File: config.mk
export PLATFORM = sky130hd
export DESIGN_NAME = vic_top
export DESIGN_NICKNAME = d
export VERILOG_FILES = /design/src/rtl/vic_pkg.sv /design/src/rtl/vic_pin_cond.sv /design/src/rtl/vic_arbiter.sv /design/src/rtl/vic_nest_stack.sv /design/src/rtl/vic_top.sv
export SDC_FILE = /design/constraint.sdc
export NUM_CORES = 1
export LEC_CHECK = 0
export ABC_AREA = 1
export ABC_CLOCK_PERIOD_IN_PS = 14600
export BUFFER_PORTS_ARGS = -buffer_cell sky130_fd_sc_hd__clkbuf_2
export CORE_MARGIN = 4
export CORE_UTILIZATION = 30
export CTS_CLUSTER_SIZE = 8
export DETAILED_ROUTE_END_ITERATION = 8
export SETUP_SLACK_MARGIN = 0.1
export SYNTH_ARGS = -nofsm -noshare
export SYNTH_HDL_FRONTEND = slang
export SYNTH_SLANG_ARGS = --single-unit
export TNS_END_PERCENT = 20
File: constraint.sdc
create_clock -name clk -period 14.6 [get_ports clk]
set_input_delay 2.19 -clock clk [delete_from_list [all_inputs] [get_ports clk]]
set_output_delay 2.19 -clock clk [all_outputs]
set_load 0.05 [all_outputs]
File: src/rtl/vic_pkg.sv
package vic_pkg;
  localparam int NUM_VEC  = 9;
  localparam int NUM_PIN  = 4;
  localparam int NUM_ISRC = 9;
  localparam int VEC_W    = 4;
  localparam int ADDR_W   = 8;

  typedef logic [1:0] lvl_t;
  localparam lvl_t LVL_NONE = 2'd0;
  localparam lvl_t LVL_LOW  = 2'd1;
  localparam lvl_t LVL_HIGH = 2'd2;
  localparam lvl_t LVL_TOP  = 2'd3;

  // vector n (1-based) sits at 8*(n-1)+3
  function automatic logic [ADDR_W-1:0] vec_addr(input logic [VEC_W-1:0] n);
    logic [ADDR_W-1:0] base;
    base = ADDR_W'(n) - ADDR_W'(1);
    return (base << 3) + ADDR_W'(3);
  endfunction

  // idx is 0-based; the first two vectors may reach the top tier
  function automatic lvl_t vec_level(input int idx, input logic pri);
    if (!pri) return LVL_LOW;
    return (idx < 2) ? LVL_TOP : LVL_HIGH;
  endfunction
endpackage

File: src/rtl/vic_pin_cond.sv
module vic_pin_cond #(
  parameter bit LEVEL_OK = 1'b1,
  parameter bit BOTH_OK  = 1'b0
) (
  input  logic       clk,
  input  logic       rst_n,
  input  logic       pin,
  input  logic [1:0] mode,
  input  logic       clr,
  output logic       req,
  output logic       edge_hit
);
  logic pin_q, armed_q, flag_q;
  logic rise, fall, is_level, level_hit;

  assign rise = armed_q & pin & ~pin_q;
  assign fall = armed_q & ~pin & pin_q;

  generate
    if (LEVEL_OK) begin : g_lvl
      assign is_level  = mode[1];
      assign edge_hit  = mode[1] ? 1'b0 : (mode[0] ? fall : rise);
      assign level_hit = mode[0] ? pin_q : ~pin_q;
    end else begin : g_edge
      logic both_sel;
      assign both_sel  = BOTH_OK & mode[1];
      assign is_level  = 1'b0;
      assign edge_hit  = both_sel ? (rise | fall) : (mode[0] ? fall : rise);
      assign level_hit = 1'b0;
    end
  endgenerate

  always_ff @(posedge clk) begin
    if (!rst_n) begin
      pin_q   <= 1'b0;
      armed_q <= 1'b0;
      flag_q  <= 1'b0;
    end else begin
      pin_q   <= pin;
      armed_q <= 1'b1;
      if (edge_hit)  flag_q <= 1'b1;
      else if (clr)  flag_q <= 1'b0;
    end
  end

  assign req = is_level ? level_hit : flag_q;

  assert_edge_sets_R11: assert property (@(posedge clk) disable iff (!rst_n)
    edge_hit |=> flag_q);
  assert_flag_sticky_R11: assert property (@(posedge clk) disable iff (!rst_n)
    (flag_q && !clr) |=> flag_q);
  assert_clear_wins_alone_R11: assert property (@(posedge clk) disable iff (!rst_n)
    (clr && !edge_hit) |=> !flag_q);
endmodule

File: src/rtl/vic_arbiter.sv
module vic_arbiter
  import vic_pkg::*;
(
  input  logic [NUM_VEC-1:0] pend,
  input  logic [NUM_VEC-1:0] en,
  input  logic [NUM_VEC-1:0] pri,
  output logic [NUM_VEC-1:0] grant,
  output lvl_t               best_lvl,
  output logic [VEC_W-1:0]   best_vec
);
  lvl_t lvl [NUM_VEC];

  generate
    for (genvar i = 0; i < NUM_VEC; i++) begin : g_lvl
      assign lvl[i] = vec_level(i, pri[i]);
    end
  endgenerate

  always_comb begin
    best_lvl = LVL_NONE;
    best_vec = '0;
    grant    = '0;
    // walk downward so an equal tier at a lower number overrides
    for (int i = NUM_VEC - 1; i >= 0; i--) begin
      if (pend[i] && en[i] && lvl[i] >= best_lvl) begin
        best_lvl = lvl[i];
        best_vec = VEC_W'(i + 1);
      end
    end
    if (best_vec != '0) grant[best_vec - VEC_W'(1)] = 1'b1;
  end
endmodule

File: src/rtl/vic_nest_stack.sv
module vic_nest_stack
  import vic_pkg::*;
#(
  parameter int DEPTH = 3,
  localparam int DW   = $clog2(DEPTH + 1)
) (
  input  logic          clk,
  input  logic          rst_n,
  input  logic          push,
  input  logic          pop,
  input  lvl_t          push_lvl,
  output lvl_t          cur_lvl,
  output logic [DW-1:0] depth,
  output logic          full
);
  lvl_t          stk [DEPTH];
  logic [DW-1:0] top_idx;
  logic          pop_ok;

  assign top_idx = depth - DW'(1);
  assign pop_ok  = pop && (depth != '0);
  assign full    = (depth == DW'(DEPTH));
  assign cur_lvl = (depth == '0) ? LVL_NONE : stk[top_idx];

  always_ff @(posedge clk) begin
    if (!rst_n) begin
      depth <= '0;
      for (int i = 0; i < DEPTH; i++) stk[i] <= LVL_NONE;
    end else if (push && pop_ok) begin
      stk[top_idx] <= push_lvl;
    end else if (push && !full) begin
      stk[depth] <= push_lvl;
      depth      <= depth + DW'(1);
    end else if (pop_ok) begin
      depth <= top_idx;
    end
  end

  assert_push_grows_R7: assert property (@(posedge clk) disable iff (!rst_n)
    (push && !pop && !full) |=> depth == $past(depth) + DW'(1));
  assert_pop_shrinks_R8: assert property (@(posedge clk) disable iff (!rst_n)
    (pop_ok && !push) |=> depth == $past(depth) - DW'(1));
  assert_push_level_R7: assert property (@(posedge clk) disable iff (!rst_n)
    (push && (pop_ok || !full)) |=> cur_lvl == $past(push_lvl));
  assert_both_keep_depth_R8: assert property (@(posedge clk) disable iff (!rst_n)
    (push && pop_ok) |=> $stable(depth));
endmodule

File: src/rtl/vic_top.sv
module vic_top
  import vic_pkg::*;
#(
  parameter int NEST_DEPTH = 3
) (
  input  logic                            clk,
  input  logic                            rst_n,
  input  logic [3:0]                      ext_pin,
  input  logic [7:0]                      pin_mode,
  input  logic [3:0]                      ext_clr,
  input  logic [8:0]                      int_src,
  input  logic [8:0]                      vec_en,
  input  logic [8:0]                      vec_pri,
  input  logic                            ack,
  input  logic                            reti,
  output logic                            irq,
  output logic [3:0]                      irq_vec,
  output logic [7:0]                      irq_addr,
  output logic [1:0]                      cur_level,
  output logic [$clog2(NEST_DEPTH+1)-1:0] nest_depth
);
  localparam int DW = $clog2(NEST_DEPTH + 1);

  logic [NUM_PIN-1:0] pin_req, pin_edge;
  logic [NUM_VEC-1:0] pend, grant;
  lvl_t               best_lvl, in_service;
  logic [VEC_W-1:0]   best_vec;
  logic               stk_full, take;

  generate
    for (genvar p = 0; p < NUM_PIN; p++) begin : g_pin
      vic_pin_cond #(
        .LEVEL_OK (p < 2),
        .BOTH_OK  (p >= 2)
      ) u_pin (
        .clk      (clk),
        .rst_n    (rst_n),
        .pin      (ext_pin[p]),
        .mode     (pin_mode[2*p +: 2]),
        .clr      (ext_clr[p]),
        .req      (pin_req[p]),
        .edge_hit (pin_edge[p])
      );
    end
  endgenerate

  // shared vectors OR their two members together
  assign pend[0] = pin_req[0];
  assign pend[1] = pin_req[1];
  assign pend[2] = pin_req[2] | int_src[0];
  assign pend[3] = pin_req[3] | int_src[1];
  assign pend[4] = int_src[2];
  assign pend[5] = int_src[3] | int_src[4];
  assign pend[6] = int_src[5];
  assign pend[7] = int_src[6];
  assign pend[8] = int_src[7] | int_src[8];

  vic_arbiter u_arb (
    .pend     (pend),
    .en       (vec_en),
    .pri      (vec_pri),
    .grant    (grant),
    .best_lvl (best_lvl),
    .best_vec (best_vec)
  );

  assign irq  = (best_lvl > in_service) && !stk_full;
  assign take = ack && irq;

  vic_nest_stack #(.DEPTH(NEST_DEPTH)) u_stk (
    .clk      (clk),
    .rst_n    (rst_n),
    .push     (take),
    .pop      (reti),
    .push_lvl (best_lvl),
    .cur_lvl  (in_service),
    .depth    (nest_depth),
    .full     (stk_full)
  );

  assign cur_level = in_service;
  assign irq_vec   = irq ? best_vec : '0;
  assign irq_addr  = irq ? vec_addr(best_vec) : '0;

  assert_grant_onehot_R5: assert property (@(posedge clk) disable iff (!rst_n)
    $onehot0(grant));
  assert_grant_enabled_R6: assert property (@(posedge clk) disable iff (!rst_n)
    (grant & ~(pend & vec_en)) == '0);
  assert_irq_has_vector_R3: assert property (@(posedge clk) disable iff (!rst_n)
    irq |-> (irq_vec != '0 && irq_addr[2:0] == 3'b011));
  assert_idle_ack_R12: assert property (@(posedge clk) disable iff (!rst_n)
    (ack && !irq && !reti) |=> ($stable(nest_depth) && $stable(cur_level)));
  assert_depth_bound_R7: assert property (@(posedge clk) disable iff (!rst_n)
    nest_depth <= DW'(NEST_DEPTH));
endmodule

After elaboration in Yosys (flattened, before gate mapping)
Memory sizes are Yosys's and may differ from the RTL's. Index checks and enable logic that the tools add are counted.

Register bits after elaboration: 11. Memories: 1. Memory bits (writable): 6. Word-level logic and storage cells: 158. Input bits: 47.

Memories: u_stk.stk (words 3, bits a word 2, rd ports 1, clocked after memory_dff 0, write ports 3, line vic_nest_stack.sv:16) `lvl_t stk [DEPTH];`.

Bitwise operators: 31. Equal/unequal tests: 1. Order comparisons: 10. Reduce and logical (&&, ||, !) cells: 34. Mux-type cells: 67. Add/sub/neg operators: 4.

Operator list (number): $mux 2 (25); $mux 4 (10); $mux 1 (31); $logic_and 1x1->1 (23); $and 1x1->1 (16); $ge 2x2->1 (8); $reduce_bool 2->1 (6); $not 1->1 (9); $add 8x2->8 const B (1); $mux 8 (1); $or 1x1->1 (6); $sub 4x1->5 const B (1); $reduce_or 2->1 (2); $add 2x1->2 const B (1); $eq 2x2->1 const B (1); $ge 2x1->1 const B (1); $gt 2x2->1 (1); $logic_not 2->1 (1); $reduce_and 2->1 (1); $sub 2x1->2 const B (1); $logic_not 1->1 (1).

Logic depth before layout (Yosys ltp)
Gate-level depths: netlist (run 1).

Depth after elaboration: 38. Depth in mapped cells: 81. Mapped depth without buffers: 81.

Hierarchy
Synthesis (run 1) repeated with hierarchy kept, for this count alone.

Cells, all modules: 363. Area total of the unflattened synthesis: 2377.3 um^2.

Modules (own cells, without submodules): vic_arbiter (area each 958.4 um^2, sequential area each 0.0 um^2, cells each 163, times used 1); vic_nest_stack (area each 634.4 um^2, sequential area each 280.3 um^2, cells each 77, times used 1); vic_pin_cond at g_pin[0].u_pin ... (area each 141.4 um^2, sequential area each 60.1 um^2, cells each 20, times used 2); vic_pin_cond at g_pin[2].u_pin ... (area each 128.9 um^2, sequential area each 60.1 um^2, cells each 21, times used 2); vic_top (area each 244.0 um^2, sequential area each 0.0 um^2, cells each 41, times used 1).

Worst setup path after synthesis (run 1)
Ideal clock, no wire load.

Kind: input port to output port. Start point: input port int_src[8]. End point: output port irq_addr[7]. Path buffers: 0. Required time: 12.410 ns. Arrival: 10.704 ns. Stages: 66. Path slack: 1.706 ns. Cells stage by stage: or2_1 > nand2_1 > nor2_1 > ha_1 > nand2_1 > nand3_2 > nand2_4 > o21ai_0 > nand2_1 > inv_1 > ha_1 > or2_1 > inv_1 > nand2_1 > nand3_1 > inv_1 > nand2_1 > nand2_1 > [30 not listed] > nand3_2 > nand2_2 > nand2_4 > o21ai_0 > inv_1 > ha_1 > nand2_2 > nand2_2 > nand2_4 > o21ai_2 > inv_1 > ha_1 > a21oi_1 > nor2_1 > nand2_1 > inv_1 > nand3_2 > nor2_1.

Longest elaborated chain between the ends: 31.

RTL lines: start, declared (line vic_top.sv:11) `input logic [8:0] int_src,`; $or 1x1->1 (*) (line vic_top.sv:56) `assign pend[8] = int_src[7] | int_src[8];`; $logic_and 1x1->1 (*) (2 in series) (line vic_arbiter.sv:25) `if (pend[i] && en[i] && lvl[i] >= best_lvl) begin`; $mux 2 (*) (line vic_arbiter.sv:25); $ge 2x2->1 (line vic_arbiter.sv:25); $logic_and 1x1->1 (line vic_arbiter.sv:25); $mux 2 (*) (line vic_arbiter.sv:25); $ge 2x2->1 (line vic_arbiter.sv:25); $logic_and 1x1->1 (line vic_arbiter.sv:25); [16 not listed]; $ge 2x2->1 (line vic_arbiter.sv:25); $logic_and 1x1->1 (line vic_arbiter.sv:25); $mux 2 (*) (line vic_arbiter.sv:25); named net best_lvl[1] (line vic_top.sv:26) `lvl_t best_lvl, in_service;`; $gt 2x2->1 (*) (line vic_top.sv:67) `assign irq = (best_lvl > in_service) && !stk_full;`; $logic_and 1x1->1 (*) (line vic_top.sv:67); named net irq (line vic_top.sv:16) `output logic irq,`; $mux 8 (*) (line vic_top.sv:83) `assign irq_addr = irq ? vec_addr(best_vec) : '0;`; end, declared (line vic_top.sv:18) `output logic [7:0] irq_addr,`.

The timed path passes the listed nets; every way through them passes the cells marked *.

Final worst setup path (run 1)
Start point: input port int_src[8]. End point: output port irq_addr[6].

Longest elaborated chain between the ends: 31.

RTL lines (line): $or 1x1->1 (*) (vic_top.sv:56); $logic_and 1x1->1 (*) (2 in series) (vic_arbiter.sv:25); $mux 2 (*) (vic_arbiter.sv:25); $ge 2x2->1 (vic_arbiter.sv:25); $logic_and 1x1->1 (vic_arbiter.sv:25); $mux 2 (*) (vic_arbiter.sv:25); $ge 2x2->1 (vic_arbiter.sv:25); $logic_and 1x1->1 (vic_arbiter.sv:25); [15 not listed]; $mux 2 (*) (vic_arbiter.sv:25); $ge 2x2->1 (vic_arbiter.sv:25); $logic_and 1x1->1 (vic_arbiter.sv:25); $mux 2 (*) (vic_arbiter.sv:25); named net best_lvl[1] (vic_top.sv:26); $gt 2x2->1 (*) (vic_top.sv:67); $logic_and 1x1->1 (*) (vic_top.sv:67); $mux 8 (*) (vic_top.sv:83).

Marks and branches as above.

==> results of run 1 <==
[state kept, by name, summed over array words and instances, names as in the netlist]
name	count
u_stk.depth	2
g_pin.u_pin.req	2
u_stk.stk	8
g_pin.u_pin.armed_q	1
g_pin.u_pin.pin_q	4
g_pin.u_pin.flag_q	2
[power by group through the flow]
stage	logic, uW	registers [uW]	clock network [uW]
2_1_floorplan	233	75.8	0
3_3_place_gp	288	72.2	0
3_5_place_dp	291	72.2	0
4_1_cts	292	71.3	36.8
5_1_grt	317	72.4	39.5
6_report	289	71.0	36.4
[routing by layer]
metal | GRT usage (%) | up-vias | wire (um)
li1 | - | 1035 | -
met1 | 15.1 | 811 | 2120
met2 | 19.6 | 35 | 1950
met3 | 2.74 | 4 | 208
met4 | 1.67 | 0 | 24
met5 | 0 | - | 0
[path summary, 6_finish.rpt]
path	end	slack (ns)	start
max	irq_addr[6]	1.33	int_src[8]
min	g_pin[3].u_pin.req$_SDFFE_PN0P_	0.47	g_pin[3].u_pin.req$_SDFFE_PN0P_
max reg2reg	u_stk.stk[3][1]$_DFFE_PP_	8.60	g_pin[3].u_pin.req$_SDFFE_PN0P_
min reg2reg	g_pin[3].u_pin.req$_SDFFE_PN0P_	0.47	g_pin[3].u_pin.req$_SDFFE_PN0P_
[synth_stat cells]
cell type	number	area share [%]
nor2_2	1	0.33
a31o_2	1	0.46
buf_4	3	1.2
nand2_2	13	4.3
inv_2	1	0.20
o21bai_1	1	0.40
clkinv_2	1	0.26
a21oi_1	11	2.9
o21a_1	1	0.40
o21ai_0	17	4.5
nor2_4	1	0.59
ha_1	15	9.9
a21oi_2	1	0.46
o21ai_1	1	0.26
xor2_1	1	0.46
a21boi_0	3	1.2
o31ai_2	1	0.66
clkbuf_1	2	0.40
or2_2	4	1.3
o21ai_2	2	0.92
nand3_1	11	2.9
inv_1	55	11
edfxtp_1	8	13
nor3_1	2	0.53
dfxtp_1	11	12
nand2_4	6	3.6
inv_4	1	0.33
nor2_1	34	6.7
a31oi_1	4	1.3
nand3_2	5	2.6
conb_1	1	0.20
o211ai_1	5	2.0
or2_1	2	0.66
nand2_1	63	12
nor4_1	1	0.33
[stage by stage]
stage / hold slack (ns) / setup WS [ns] / std cells / area (um2)
floorplan: 0.440 / 1.71 / 290 / 1890
global placement: 0.453 / 1.47 / 422 / 2270
detailed placement: 0.460 / 1.29 / 422 / 2270
CTS: 0.474 / 1.27 / 426 / 2310
global route: 0.489 / 0.368 / 426 / 2310
finish: 0.469 / 1.33 / 426 / 2310
[critical path, delay by kind of cell]
| family | cells | cell delay [ns] |
|---|---|---|
| buffers and inverters | 14 | 1.27 |
| and+or+nand+nor | 31 | 3.25 |
| AOI/OAI and AO/OA | 11 | 1.89 |
| adders and majority gates | 9 | 2.47 |
[kinds of logic after synthesis]
group                    synth area share (%)
AND/OR/NAND/NOR                          36.4
buffers and inverters                    13.3
AO/OA/AOI/OAI                            15.5
XOR/XNOR                                0.462
other                                   0.198
adder cells (fa/ha/maj)                  9.91
flip-flops                               24.3
[cell type report]
class                      instances  area share [%]
tap                               75            4.05
timing repair buffer              62            13.4
clock buffer                       3            1.78
inverter                          58            9.57
sequential                        19            19.9
multi-input combinational        208            51.1
clock inverter                     1           0.216
[placed cells by master, fill, tap and decap left out, types with 2 or more instances in the layout]
cell and count:
o211ai_1 5, nand3_1 11, clkbuf_8 3, nand2_1 63, dfxtp_1 11, nand2_2 13
clkbuf_2 62, clkinv_2 2, inv_1 55, o21ai_0 17, nand3_2 5, a21boi_0 3
o21ai_2 2, or2_1 2, ha_1 15, nor3_1 2, nand2_4 6, a21oi_1 11
edfxtp_1 8, or2_2 4, nor2_1 34, a31oi_1 4
==> metrics.csv, run 1 <==
stage,metric,value,unit
outcome,status,finished clean,
pwr,PD cells,171,nW/um2
worst_hold_path,Hold Crit Class,reg2reg,
worst_setup_path,startpoint types,input port,
clock_tree,H-tree depth,1,
final_layout,share of cells above drive strength 1,29.6,%
global_route,GRT overflow,0,
clock_tree,Root Buffer,clkbuf_8,
global_route,pin count of the biggest net entering global routing,12,
routing,DRC Markers,0,
pwr,sw frac,61.2,%
routing,drt wl/cell,10.1,um
synth,Mapped Avg Cell Area,6.53,um2
place,dpl hpwl,3740,um
die,die width,87.5,um
worst_setup_path,worst path required time,12.41,ns
worst_setup_path,Worst setup EP type,output port,
sta,Achievable Freq,75.3,MHz
sta,final worst path period share,90.9,%
synth,cell area after synthesis,1890,um2
die,row count,28,
routing,"antenna viol nets, final",0,
clock_tree,hold_buf cts,0,
sta,Clock Skew,0.00780,ns
final_layout,filler cell count,665,
global_route,GRT Overall Usage,11.5,%
synth,synth warn,0,
die,io pins,64,
pwr,Seq pwr share,17.9,%
worst_setup_path,CP Max Fanout,8,
worst_setup_path,WP data arrival,11.08,ns
clock_tree,"Reg clk slew, reported paths",0.07,ns
sta,RSZ-0062 raised after global routing,no,
clock_tree,# resized after CTS,0,
clock_tree,clock latency on the worst-skew pair,0.26,ns
place,PortBufs,62,
clock_tree,Post-CTS Setup Inserts,0,
global_route,first-pass GRT wire length,7290,um
final_layout,Sequential cell area,460,um2
final_layout,synthesis-to-finish area growth,22.2,%
synth,distinct cell type count after synthesis,35,
pwr,Overall Power,396,uW
place,Routability Congestion,0.807,
final_layout,nets,414,
synth,Gate Count Post-Synth,290,
die,die span in y,87.5,um
final_layout,n_diodes,0,
die,core box area,6030,um2
sta,final hold violations,0,
job,number of max-cap violations,0,
worst_setup_path,crit-path max cell delay,0.30,ns
worst_setup_path,FF-to-FF path depth,35,
die,die area,7650,um2
routing,DRT iter0 DRCs,70,
pwr,Comb power frac,72.9,%
routing,vias per inst,4.42,
pwr,Sw Pwr,243,uW
final_layout,multi-input combinational cell area,1180,um2
synth,syn nets,352,
worst_hold_path,WHS Path Cells,2,
worst_setup_path,CP max-delay cell,o21bai_1,
routing,TritonRoute pass-1 iters,4,
clock_tree,Num CTS Buffers,3,
die,Starting Density,31.4,%
final_layout,Final Util,38.4,%
synth,#FFs+latches synth,19,
clock_tree,CTS tree,built,
pwr,clock share of power,9.2,%
global_route,initial antenna violation count,0,
routing,final WL,4290,um
global_route,number of global-route vias before repair,1734,
pwr,Cell Int Power,154,uW
sta,min cycle time layout,13.27,ns
synth,post-synthesis sequential area ratio,24.3,%
sta,Max Slew Vio Count,0,
sta,final setup fails,0,
pwr,Leak Pwr,0.00133,uW
clock_tree,CTS Sinks,19,
clock_tree,clock buffer depth,2,
worst_setup_path,critical path class,in2out,
pwr,Max VDD drop,0.000158,V
sta,Final TNS setup,0,ns
routing,Vias,1885,
No activity file was read; power rests on OpenSTA's default activity.
==> run 2, diff against run 1 <==
--- a/config.mk
+++ b/config.mk
@@ -9,9 +9,10 @@
 export ABC_CLOCK_PERIOD_IN_PS = 14600
 export BUFFER_PORTS_ARGS = -buffer_cell sky130_fd_sc_hd__clkbuf_2
 export CORE_MARGIN = 4
-export CORE_UTILIZATION = 30
+export CORE_UTILIZATION = 51
 export CTS_CLUSTER_SIZE = 8
 export DETAILED_ROUTE_END_ITERATION = 8
+export PLACE_DENSITY = 0.81
 export SETUP_SLACK_MARGIN = 0.1
 export SYNTH_ARGS = -nofsm -noshare
 export SYNTH_HDL_FRONTEND = slang
==> run 2 against run 1 <==
First-iteration DRC count decreased by 34%. Wire length shrank 12%. Critical path type unchanged. Count of clock-buffer cells in the layout stayed put. Critical path depth unchanged. Largest cell class unchanged.
==> metrics.csv, run 2 (synthesis results as in run 1) <==
stage,metric,value,unit,change
place,Routability Congestion,0.778,,-3.6%
routing,"antenna viol nets, final",0,,unchanged
routing,TritonRoute pass-1 iters,4,,unchanged
global_route,pin count of the biggest net entering global routing,12,,unchanged
worst_setup_path,CP top delay family,simple AND/OR/NAND/NOR gates,,
clock_tree,H-tree depth,1,,unchanged
die,io pins,64,,unchanged
worst_hold_path,Hold Crit Endpoint,g_pin[3].u_pin.req$_SDFFE_PN0P_,,
sta,RSZ-0062 raised after global routing,no,,
final_layout,n_diodes,0,,unchanged
sta,Final TNS setup,0,ns,unchanged
pwr,Max VDD drop,0.0000824,V,-48%
pwr,PD cells,172,nW/um2,+0.28%
worst_setup_path,crit-path max cell delay,0.31,ns,about the same
clock_tree,CTS tree,built,,
final_layout,"commonest non-fill, non-tap cell in the layout",nand2_1,,
sta,min cycle time layout,13.09,ns,-0.185 ns
worst_hold_path,Hold Crit Class,reg2reg,,
job,number of max-cap violations,0,,unchanged
worst_hold_path,Hold Path Origin,g_pin[3].u_pin.req$_SDFFE_PN0P_,,
final_layout,Final Util,65.7,%,+27 points
worst_setup_path,Worst setup EP type,output port,,
worst_setup_path,reg-to-reg endpoint,u_stk.stk[3][0]$_DFFE_PP_,,
die,Starting Density,54.6,%,+23 points
worst_setup_path,Worst setup startpoint,int_src[8],,
final_layout,largest registers,"u_stk.stk: 8 flops, g_pin.u_pin.pin_q: 4 flops",,
die,die area,4750,um2,-38%
global_route,met2 Track Usage GR,28.1,%,+8.5 points
global_route,first-pass GRT wire length,6120,um,-16%
die,die span in y,68.9,um,-21%
final_layout,nets,414,,unchanged
clock_tree,Post-CTS Setup Inserts,0,,unchanged
final_layout,max reg flops,8,,unchanged
sta,Achievable Freq,76.4,MHz,+1.4%
worst_setup_path,worst path required time,12.41,ns,about the same
worst_setup_path,FF-to-FF path depth,35,,unchanged
die,core box area,3470,um2,-42%
global_route,GRT Overall Usage,16.5,%,+5.0 points
global_route,met3 Use GR,4.54,%,+1.8 points
place,PortBufs,62,,unchanged
place,dpl hpwl,3340,um,-11%
worst_setup_path,critical path class,in2out,,
sta,final hold violations,0,,unchanged
final_layout,"commonest cells after routing, fill and taps aside","nand2_1, clkbuf_2, inv_1",,
clock_tree,clock buffer depth,2,,unchanged
die,row count,21,,-25%
global_route,most used routing layer,met2,,
clock_tree,CTS Sinks,19,,unchanged
clock_tree,# resized after CTS,0,,unchanged
sta,Clock Skew,0.00401,ns,-0.00379 ns
routing,DRT iter0 DRCs,46,,-34%
global_route,GRT overflow,0,,unchanged
clock_tree,clock latency on the worst-skew pair,0.26,ns,about the same
sta,Max Slew Vio Count,0,,unchanged
routing,final WL,3770,um,-12%
final_layout,synthesis-to-finish area growth,20.3,%,
worst_setup_path,WP data arrival,10.90,ns,-0.18 ns
routing,DRC Markers,0,,unchanged
worst_setup_path,CP Max Fanout,8,,unchanged
sta,Hold WS,0.467,ns,-0.00222 ns
sta,final worst path period share,89.6,%,-1.3 points
worst_hold_path,WHS Path Cells,2,,unchanged
clock_tree,"Reg clk slew, reported paths",0.07,ns,about the same
die,die width,68.9,um,-21%
routing,vias per inst,4.79,,+8.2%
worst_setup_path,CP max-delay cell,o21bai_1,,
final_layout,Top reg by flops,u_stk.stk,,
worst_setup_path,startpoint types,input port,,
clock_tree,hold_buf cts,0,,unchanged
clock_tree,Root Buffer,clkbuf_8,,
worst_setup_path,worst reg-to-reg setup slack,8.62,ns,+0.02 ns
pwr,Leak Pwr,0.00133,uW,unchanged
clock_tree,Num CTS Buffers,3,,unchanged
sta,final setup fails,0,,unchanged
outcome,status,finished clean,,
pwr,Overall Power,391,uW,-1.3%
routing,Vias,1900,,+0.80%
global_route,number of global-route vias before repair,1562,,-9.9%
final_layout,filler cell count,328,,-51%
global_route,initial antenna violation count,0,,unchanged
worst_setup_path,worst path bufs/invs,14,,unchanged
worst_setup_path,Crit Reg-Reg Startpoint,g_pin[3].u_pin.req$_SDFFE_PN0P_,,
routing,drt wl/cell,9.50,um,-5.7%
final_layout,share of cells above drive strength 1,29.6,%,unchanged
global_route,met1 GRT Util,21.1,%,+6.0 points
run 2: cell counts in the layout (fill, tap and decap cells not counted):
No cell type changed its count.
run 2: worst max-delay path by stage:
| stage | endpoint | slack [ns] | cells after the start |
|---|---|---|---|
| 4_1_cts | irq_addr[6] | 1.43 | 65 |
| 3_3_place_gp | irq_addr[6] | 1.60 | 65 |
| 2_1_floorplan | irq_addr[7] | 1.71 | 66 |
| 6_report | irq_addr[6] | 1.51 | 65 |
| 3_5_place_dp | irq_addr[6] | 1.45 | 65 |
| 5_1_grt | irq_addr[7] | 0.67 | 68 |
run 2: layer usage:
metal  routed length [um]  vias to the layer above  part of all wire, %
met5                    0                        -                    0
met4                   18                        0                 0.48
met3                  252                        4                  6.7
met2                 1800                       50                   48
met1                 1700                      809                   45
li1                     -                     1037                    -
run 2: final cells by class:
class	instances	area, um2	share of cell area [%]
sequential	19	460	20.2
tap	46	57.6	2.53
inverter	58	221	9.72
timing repair buffer	62	310	13.6
multi-input combinational	208	1180	51.9
clock inverter	1	5.00	0.220
clock buffer	3	41.3	1.81
run 2: through the flow:
step                      instances  setup slack [ns]  instance area [um2]
final                           397              1.51                 2280
after global routing            397             0.673                 2280
after CTS                       397              1.43                 2280
after detailed placement        393              1.45                 2230
after global placement          393              1.60                 2230
after floorplan                 290              1.71                 1890
run 2: power breakdown:
part / internal (uW) / switching (uW) / total [uW]
Clock: 19.0 / 17.6 / 36.5
Combinational: 71.2 / 213 / 285
Sequential: 63.8 / 6.20 / 70.0
run 2: worst min-delay path, stage by stage (launching register included):
cell and delay (ns):
dfxtp_1 0.31, nand2_1 0.06, a21oi_1 0.06
